### src/rtl/fwd_pkg.sv
package fwd_pkg;

    typedef enum logic [1:0] {
        SEL_ID     = 2'b00,
        SEL_WBRES  = 2'b01,
        SEL_MEMRES = 2'b10
    } opsel_e;

endpackage

### src/rtl/fwd_select.sv
module fwd_select
    import fwd_pkg::*;
#(
    parameter int AW = 5
) (
    input  logic [AW-1:0] src_idx,
    input  logic [AW-1:0] mem_dst_idx,
    input  logic          mem_wr_en,
    input  logic [AW-1:0] wb_dst_idx,
    input  logic          wb_wr_en,
    output opsel_e        sel
);

    logic mem_hit;
    logic wb_hit;

    // A producer qualifies only when it really writes a nonzero register
    always_comb begin
        mem_hit = mem_wr_en && (mem_dst_idx != '0) && (mem_dst_idx == src_idx);
        wb_hit  = wb_wr_en  && (wb_dst_idx  != '0) && (wb_dst_idx  == src_idx);
    end

    // Newer result (memory stage) takes priority over write-back
    always_comb begin
        if (mem_hit)
            sel = SEL_MEMRES;
        else if (wb_hit)
            sel = SEL_WBRES;
        else
            sel = SEL_ID;
    end

endmodule

### src/rtl/operand_stage.sv
module operand_stage
    import fwd_pkg::*;
#(
    parameter int DW = 32
) (
    input  logic          clk,
    input  logic          rst_n,
    input  opsel_e        sel,
    input  logic [DW-1:0] id_val,
    input  logic [DW-1:0] mem_val,
    input  logic [DW-1:0] wb_val,
    output logic [DW-1:0] q
);

    logic [DW-1:0] picked;

    always_comb begin
        unique case (sel)
            SEL_MEMRES: picked = mem_val;
            SEL_WBRES:  picked = wb_val;
            default:    picked = id_val;
        endcase
    end

    always_ff @(posedge clk or negedge rst_n) begin
        if (!rst_n)
            q <= '0;
        else
            q <= picked;
    end

endmodule

### src/rtl/store_bypass_ctl.sv
module store_bypass_ctl #(
    parameter int AW = 5,
    parameter int DW = 32
) (
    input  logic          clk,
    input  logic          rst_n,
    input  logic          mem_is_store,
    input  logic [AW-1:0] mem_store_src_idx,
    input  logic [DW-1:0] mem_store_val,
    input  logic          wb_is_load,
    input  logic          wb_wr_en,
    input  logic [AW-1:0] wb_dst_idx,
    input  logic [DW-1:0] wb_value,
    output logic          use_wb,
    output logic [DW-1:0] data_q
);

    always_comb begin
        use_wb = mem_is_store && wb_is_load && wb_wr_en
              && (wb_dst_idx != '0) && (wb_dst_idx == mem_store_src_idx);
    end

    always_ff @(posedge clk or negedge rst_n) begin
        if (!rst_n)
            data_q <= '0;
        else
            data_q <= use_wb ? wb_value : mem_store_val;
    end

endmodule

### src/rtl/bypass_unit.sv
module bypass_unit
    import fwd_pkg::*;
#(
    parameter int DATA_W    = 32,
    parameter int REG_COUNT = 32
) (
    input  logic                         clk,
    input  logic                         rst_n,
    input  logic [$clog2(REG_COUNT)-1:0] ex_src_a_idx,
    input  logic [$clog2(REG_COUNT)-1:0] ex_src_b_idx,
    input  logic [DATA_W-1:0]            ex_src_a_val,
    input  logic [DATA_W-1:0]            ex_src_b_val,
    input  logic [$clog2(REG_COUNT)-1:0] mem_dst_idx,
    input  logic                         mem_wr_en,
    input  logic [DATA_W-1:0]            mem_result,
    input  logic                         mem_is_store,
    input  logic [$clog2(REG_COUNT)-1:0] mem_store_src_idx,
    input  logic [DATA_W-1:0]            mem_store_val,
    input  logic [$clog2(REG_COUNT)-1:0] wb_dst_idx,
    input  logic                         wb_wr_en,
    input  logic                         wb_is_load,
    input  logic [DATA_W-1:0]            wb_value,
    output logic [1:0]                   sel_a,
    output logic [1:0]                   sel_b,
    output logic                         store_sel,
    output logic [DATA_W-1:0]            opnd_a_q,
    output logic [DATA_W-1:0]            opnd_b_q,
    output logic [DATA_W-1:0]            store_data_q
);

    localparam int AW      = $clog2(REG_COUNT);
    localparam int NUM_OPS = 2;

    logic [AW-1:0]     src_idx [NUM_OPS];
    logic [DATA_W-1:0] id_val  [NUM_OPS];
    opsel_e            lane_sel[NUM_OPS];
    logic [DATA_W-1:0] lane_q  [NUM_OPS];

    always_comb begin
        src_idx[0] = ex_src_a_idx;
        src_idx[1] = ex_src_b_idx;
        id_val[0]  = ex_src_a_val;
        id_val[1]  = ex_src_b_val;
    end

    for (genvar g = 0; g < NUM_OPS; g++) begin : g_lane
        fwd_select #(.AW(AW)) u_sel (
            .src_idx     (src_idx[g]),
            .mem_dst_idx (mem_dst_idx),
            .mem_wr_en   (mem_wr_en),
            .wb_dst_idx  (wb_dst_idx),
            .wb_wr_en    (wb_wr_en),
            .sel         (lane_sel[g])
        );

        operand_stage #(.DW(DATA_W)) u_opnd (
            .clk     (clk),
            .rst_n   (rst_n),
            .sel     (lane_sel[g]),
            .id_val  (id_val[g]),
            .mem_val (mem_result),
            .wb_val  (wb_value),
            .q       (lane_q[g])
        );
    end

    store_bypass_ctl #(.AW(AW), .DW(DATA_W)) u_store (
        .clk               (clk),
        .rst_n             (rst_n),
        .mem_is_store      (mem_is_store),
        .mem_store_src_idx (mem_store_src_idx),
        .mem_store_val     (mem_store_val),
        .wb_is_load        (wb_is_load),
        .wb_wr_en          (wb_wr_en),
        .wb_dst_idx        (wb_dst_idx),
        .wb_value          (wb_value),
        .use_wb            (store_sel),
        .data_q            (store_data_q)
    );

    assign sel_a    = lane_sel[0];
    assign sel_b    = lane_sel[1];
    assign opnd_a_q = lane_q[0];
    assign opnd_b_q = lane_q[1];


    sel_a_legal_chk: assert property (@(posedge clk) disable iff (!rst_n)
        sel_a != 2'b11);


    both_hit_newer_chk: assert property (@(posedge clk) disable iff (!rst_n)
        (mem_wr_en && mem_dst_idx != '0 && mem_dst_idx == ex_src_a_idx)
        |-> sel_a == 2'b10);


    zero_src_chk: assert property (@(posedge clk) disable iff (!rst_n)
        (ex_src_a_idx == '0 || ex_src_b_idx == '0)
        |-> ((ex_src_a_idx != '0 || sel_a == 2'b00) &&
             (ex_src_b_idx != '0 || sel_b == 2'b00)));


    no_writer_chk: assert property (@(posedge clk) disable iff (!rst_n)
        (!mem_wr_en && !wb_wr_en) |-> (sel_a == 2'b00 && sel_b == 2'b00));


    opa_mem_path_chk: assert property (@(posedge clk) disable iff (!rst_n)
        (rst_n && sel_a == 2'b10) |=> opnd_a_q == $past(mem_result));


    opb_wb_path_chk: assert property (@(posedge clk) disable iff (!rst_n)
        (rst_n && sel_b == 2'b01) |=> opnd_b_q == $past(wb_value));


    store_needs_pair_chk: assert property (@(posedge clk) disable iff (!rst_n)
        store_sel |-> (mem_is_store && wb_is_load && wb_wr_en));


    store_data_path_chk: assert property (@(posedge clk) disable iff (!rst_n)
        (rst_n && store_sel) |=> store_data_q == $past(wb_value));

endmodule

### config.mk
export PLATFORM = sky130hd
export DESIGN_NAME = bypass_unit
export DESIGN_NICKNAME = d
export VERILOG_FILES = /design/src/rtl/fwd_pkg.sv /design/src/rtl/fwd_select.sv /design/src/rtl/operand_stage.sv /design/src/rtl/store_bypass_ctl.sv /design/src/rtl/bypass_unit.sv
export SDC_FILE = /design/constraint.sdc
export NUM_CORES = 1
export LEC_CHECK = 0
export CELL_PAD_IN_SITES_DETAIL_PLACEMENT = 1
export CELL_PAD_IN_SITES_GLOBAL_PLACEMENT = 2
export CORE_MARGIN = 5
export CORE_UTILIZATION = 23
export CTS_BUF_LIST = sky130_fd_sc_hd__clkbuf_16
export DETAILED_ROUTE_END_ITERATION = 6
export PLACE_DENSITY = 0.88
export SLEW_MARGIN = 30
export SYNTH_ARGS = -nofsm -noshare
export SYNTH_HDL_FRONTEND = slang
export SYNTH_SLANG_ARGS = --single-unit
### constraint.sdc
create_clock -name clk -period 6.3 [get_ports clk]
set_input_delay 1.575 -clock clk [delete_from_list [all_inputs] [get_ports clk]]
set_output_delay 1.575 -clock clk [all_outputs]
set_load 0.02 [all_outputs]
Yosys cells after proc, flatten, opt, wreduce, memory -nomap -nowiden. Index checks and enable logic that the tools add are counted. W data, S select, Z words.

Output and inout port bits: 101. Input port bits: 191. Word-level logic and storage cells: 31. Register bits: 96.

Eq/ne operators: 9. Reduce and logical (&&, ||, !) cells: 12. Multiplexer cells: 7.

Operator list (count): $pmux W32 S2 (2); $mux W32 (1); $eq A5 B5 Y1 (5); $logic_and A1 B1 Y1 (10); $reduce_bool A5 Y1 (2); $eq A2 B1 Y1 const B (2); $eq A2 B2 Y1 const B (2); $mux W2 (2); $mux W1 (2).

Logic depth before layout (Yosys ltp).
Depth in word-level cells: 7. Gate-level depth with buffers: 7. Depth with buffers taken out: 5.

Hierarchy. From an unflattened synthesis, not the netlist that was laid out.

Cell total of the unflattened synthesis: 409. Area, all modules: 4574.4 um^2.

By module, submodules not included: operand_stage (instances 2, area each 1437.6 um^2, seq. area each 800.8 um^2, cells each 145); store_bypass_ctl (instances 1, area each 1381.3 um^2, seq. area each 800.8 um^2, cells each 77); fwd_select (instances 2, area each 158.9 um^2, seq. area each 0.0 um^2, cells each 21).

Least setup slack after synthesis. Ideal clock, no wire load.

Path type: in2out. From: input port mem_dst_idx[3]. To: output port sel_b[0]. Required time: 4.725 ns. Cell stages on the path: 6. Path buffers: 1. Slack: 1.604 ns. Data arrival time: 3.121 ns. Path through: or4_4 o211ai_2 or2_1 buf_2 inv_2 nor4_2.

Word-level cells in the longest chain between the ends: 4. Elaborated cells between the ends (all ways): 5. Classes of those cells: eq/ne: 1; mux: 1; reduce/logical: 3.

Ends and longest elaborated chain: start, declared (RTL line bypass_unit.sv:13) `input logic [$clog2(REG_COUNT)-1:0] mem_dst_idx,`; $reduce_bool A5 Y1 (RTL line fwd_select.sv:19) `mem_hit = mem_wr_en && (mem_dst_idx != '0) && (mem_dst_idx == src_idx);`; $logic_and A1 B1 Y1 (RTL line fwd_select.sv:19); $logic_and A1 B1 Y1 * (RTL line fwd_select.sv:19); named net g_lane[1].u_sel.mem_hit (RTL line fwd_select.sv:14) `logic mem_hit;`; $mux W2 * (RTL line fwd_select.sv:25) `if (mem_hit)`; end, declared (RTL line bypass_unit.sv:24) `output logic [1:0] sel_b,`.

Mark *: on every way through the listed nets, which the timed path passes. The rest lies on a longest branch.

Worst setup path after layout.
From: input port mem_dst_idx[3]. To: output port sel_a[0].

Word-level cells in the longest chain between the ends: 4. Elaborated cells between the ends (all ways): 5. Classes of those cells: eq/ne: 1; mux: 1; reduce/logical: 3.

Ends and longest elaborated chain: $reduce_bool A5 Y1 (RTL line fwd_select.sv:19); $logic_and A1 B1 Y1 (RTL line fwd_select.sv:19); $logic_and A1 B1 Y1 * (RTL line fwd_select.sv:19); $mux W2 * (RTL line fwd_select.sv:25); end, declared (RTL line bypass_unit.sv:23) `output logic [1:0] sel_a,`.

Mark *: on every way between the ends. The rest lies on a longest branch, timed or not.

==> qor.csv <==
metric,value,unit
run status,finished clean,
Synth area leader,dfrtp_1,
ANT nets after route,0,
CTS Buffer Depth,2,
number of flops mapped to enable cells by yosys,0,
RSZ-0062 raised after global routing,no,
routed length per instance,23.9,um
"Slew Viols, Final",0,
synth cell count leaders,"dfrtp_1, nor3_1, a31oi_1, o31ai_1, clkbuf_1",
"Warnings, synthesis",0,
"FF+latch count, synth",96,
"Reg clk slew, reported paths",0.07,ns
number of global-route vias before repair,6131,
First-pass DRT Iterations,4,
busiest grt layer,met2,
synthesized cell area,0.00522,sq mm
syn_area_per_cell,9.79,sq um
worst path required time,4.72,ns
met1 Use GR,0.233,
net switching power,541,uW
via count,5621,
max-cap violations,0,
Comb power frac,0.294,
die area,0.0258,sq mm
total grt overflow,0,
CTS buffer count,9,
Layout Nets,976,
DIE WIDTH,161,um
slew margin rel.,0.405,
share of cells above drive strength 1,0.0671,
DRC Markers,0,
H-tree depth,3,
post-synthesis cell type count,30,
DR iter-0 viols,275,
initial core utilization,0.232,
# rows,55,
Peak VDD IR,0.124,mV
Period minus WS final,5.71,ns
Clk pwr share,0.310,
vias per cell,5.23,
initial antenna violation count,0,
Boundary Pins,292,
Worst Max-Slew Pin Slew,0.884,ns
Gate Count Post-Synth,533,
CTS tree,yes,
Sum Neg Setup Slack,0,ns
Total Wirelength,25700,um
Detail Placement HPWL,17400,um
Crit Path Max Fanout,3,
Worst Setup End Kind,output port,
final worst slack,0.591,ns
"top cells by area, synth","dfrtp_1, o31ai_1, a31oi_1",
Synth Flop Type,dfrtp_1,
Hold WC Path Type,input port to async pin,
Port-buffer cells,291,
Flop pwr share,0.395,
"Setup violations, final",0,
postcts setup bufs,0,
Highest Clock Rate,175,MHz
syn_nets,724,
Die Ht,161,um
ant diodes,0,
Final Hold Viols,0,
Resize count post-CTS,0,
global-route wire length before repair,38600,um
post-place setup slack,0.569,ns
power per cell area,195,mW/mm^2
synthesis-to-layout area growth,66.0,%
Int Pwr,1150,uW
Setup crit start kind,input port,
Tcrit/Tclk final,0.906,
CTS hold repair buffers,0,
register area share after synthesis,0.460,
top-count cell post-synth,dfrtp_1,
P_leak,0.00317,uW
CP Class,input port to output port,
Core ar.,0.0225,sq mm
Root Driver,clkbuf_16,
"Arr. time, crit path",4.13,ns
switching share of power,0.319,
top cell type's share of synthesized area,0.460,
met3 Use GR,0.0482,
clk sinks,96,
largest net degree at the start of global routing,65,
gr usage total,0.193,
GPL Wtd Cong,0.744,
"FFs w/ async S/R, synth",1.00,
routing usage on met2,0.340,
## per-layer routing
metal	vias to the layer above	routed length, um
met4	0	534
met3	36	1910
li1	2533	-
met2	242	12800
met1	2810	10400
met5	-	0
## area by class of cell
class	count	area, sq um
Fill cell	2557	13800
Timing Repair Buffer	308	3060
Multi-Input combinational cell	334	2440
Sequential cell	96	2400
Tap cell	285	357
Clock buffer	9	225
Inverter	36	135
Clock inverter	7	41.3
## cell usage in the layout (no fill, tap or decap)
cell type / count
clkdlybuf4s50_1: 290
dfrtp_1: 96
o31ai_1: 63
nor3_1: 63
a31oi_1: 63
inv_1: 36
nand4_1: 34
or4_1: 31
mux2_1: 28
buf_4: 17
xnor2_1: 16
xor2_1: 9
clkbuf_16: 9
mux2_2: 4
clkinvlp_4: 4
or2_2: 3
nor4_1: 3
o211ai_4: 2
inv_2: 2
nand3_2: 2
nor4_2: 2
o31a_1: 2
or4_4: 1
a21bo_4: 1
nand2_2: 1
or3_2: 1
a21boi_4: 1
nor3_2: 1
nor2_4: 1
and3_1: 1
or3_1: 1
clkinv_1: 1
buf_16: 1
## through the flow
stage / area, sq um / total power (uW) / util / std cells / hold slack [ns]
detailed placement: 8370 / 1180 / 0.372 / 1058 / 1.61
floorplan: 5220 / 870 / - / 533 / 1.28
finish: 8660 / 1690 / 0.385 / 1075 / 1.21
global route: 8660 / 1770 / 0.385 / 1075 / 1.26
CTS: 8630 / 1710 / 0.384 / 1074 / 1.23
global placement: 8370 / 1170 / 0.372 / 1058 / 1.61
## kinds of logic (layout without fill, tap and decap cells)
kind of cell,Yosys count,count (layout),synth area share
flip-flops,96,96,0.460
AND/OR/NAND/NOR,145,145,0.168
XOR/XNOR,25,25,0.0420
AO/OA/AOI/OAI,132,132,0.178
buffers and inverters,103,360,0.0832
multiplexers,32,32,0.0690
## sequential cells by signal (all words and copies together), names as in the netlist
| name | count |
|---|---|
| g_lane.u_opnd.q | 64 |
| u_store.data_q | 32 |
## critical path: stages
cell	delay, ns
clkdlybuf4s50_1	0.47
or4_4	0.61
o211ai_4	0.17
or2_2	0.16
inv_2	0.04
nor4_2	0.34
clkdlybuf4s50_1	0.76
## power by group through the flow
stage	Combinational, uW	Sequential [uW]	Clock [uW]
2_1_floorplan	134	736	0
3_3_place_gp	491	679	0
3_5_place_dp	497	682	0
4_1_cts	498	670	545
5_1_grt	528	673	569
6_report	499	669	526
## path summary, 6_finish.rpt
| check | from | endpoint | slack, ns | cells after the start |
|---|---|---|---|---|
| min in group clk | ex_src_a_val[1] | g_lane[0].u_opnd.q[1] | 1.80 | 3 |
| setup / recovery | mem_dst_idx[3] | sel_a[0] | 0.59 | 7 |
| hold / removal | rst_n | g_lane[0].u_opnd.q[14] | 1.21 | 1 |
| max in group asynchronous | rst_n | g_lane[1].u_opnd.q[29] | 3.86 | 2 |
Note: power is estimated with default switching activity, not from simulation.
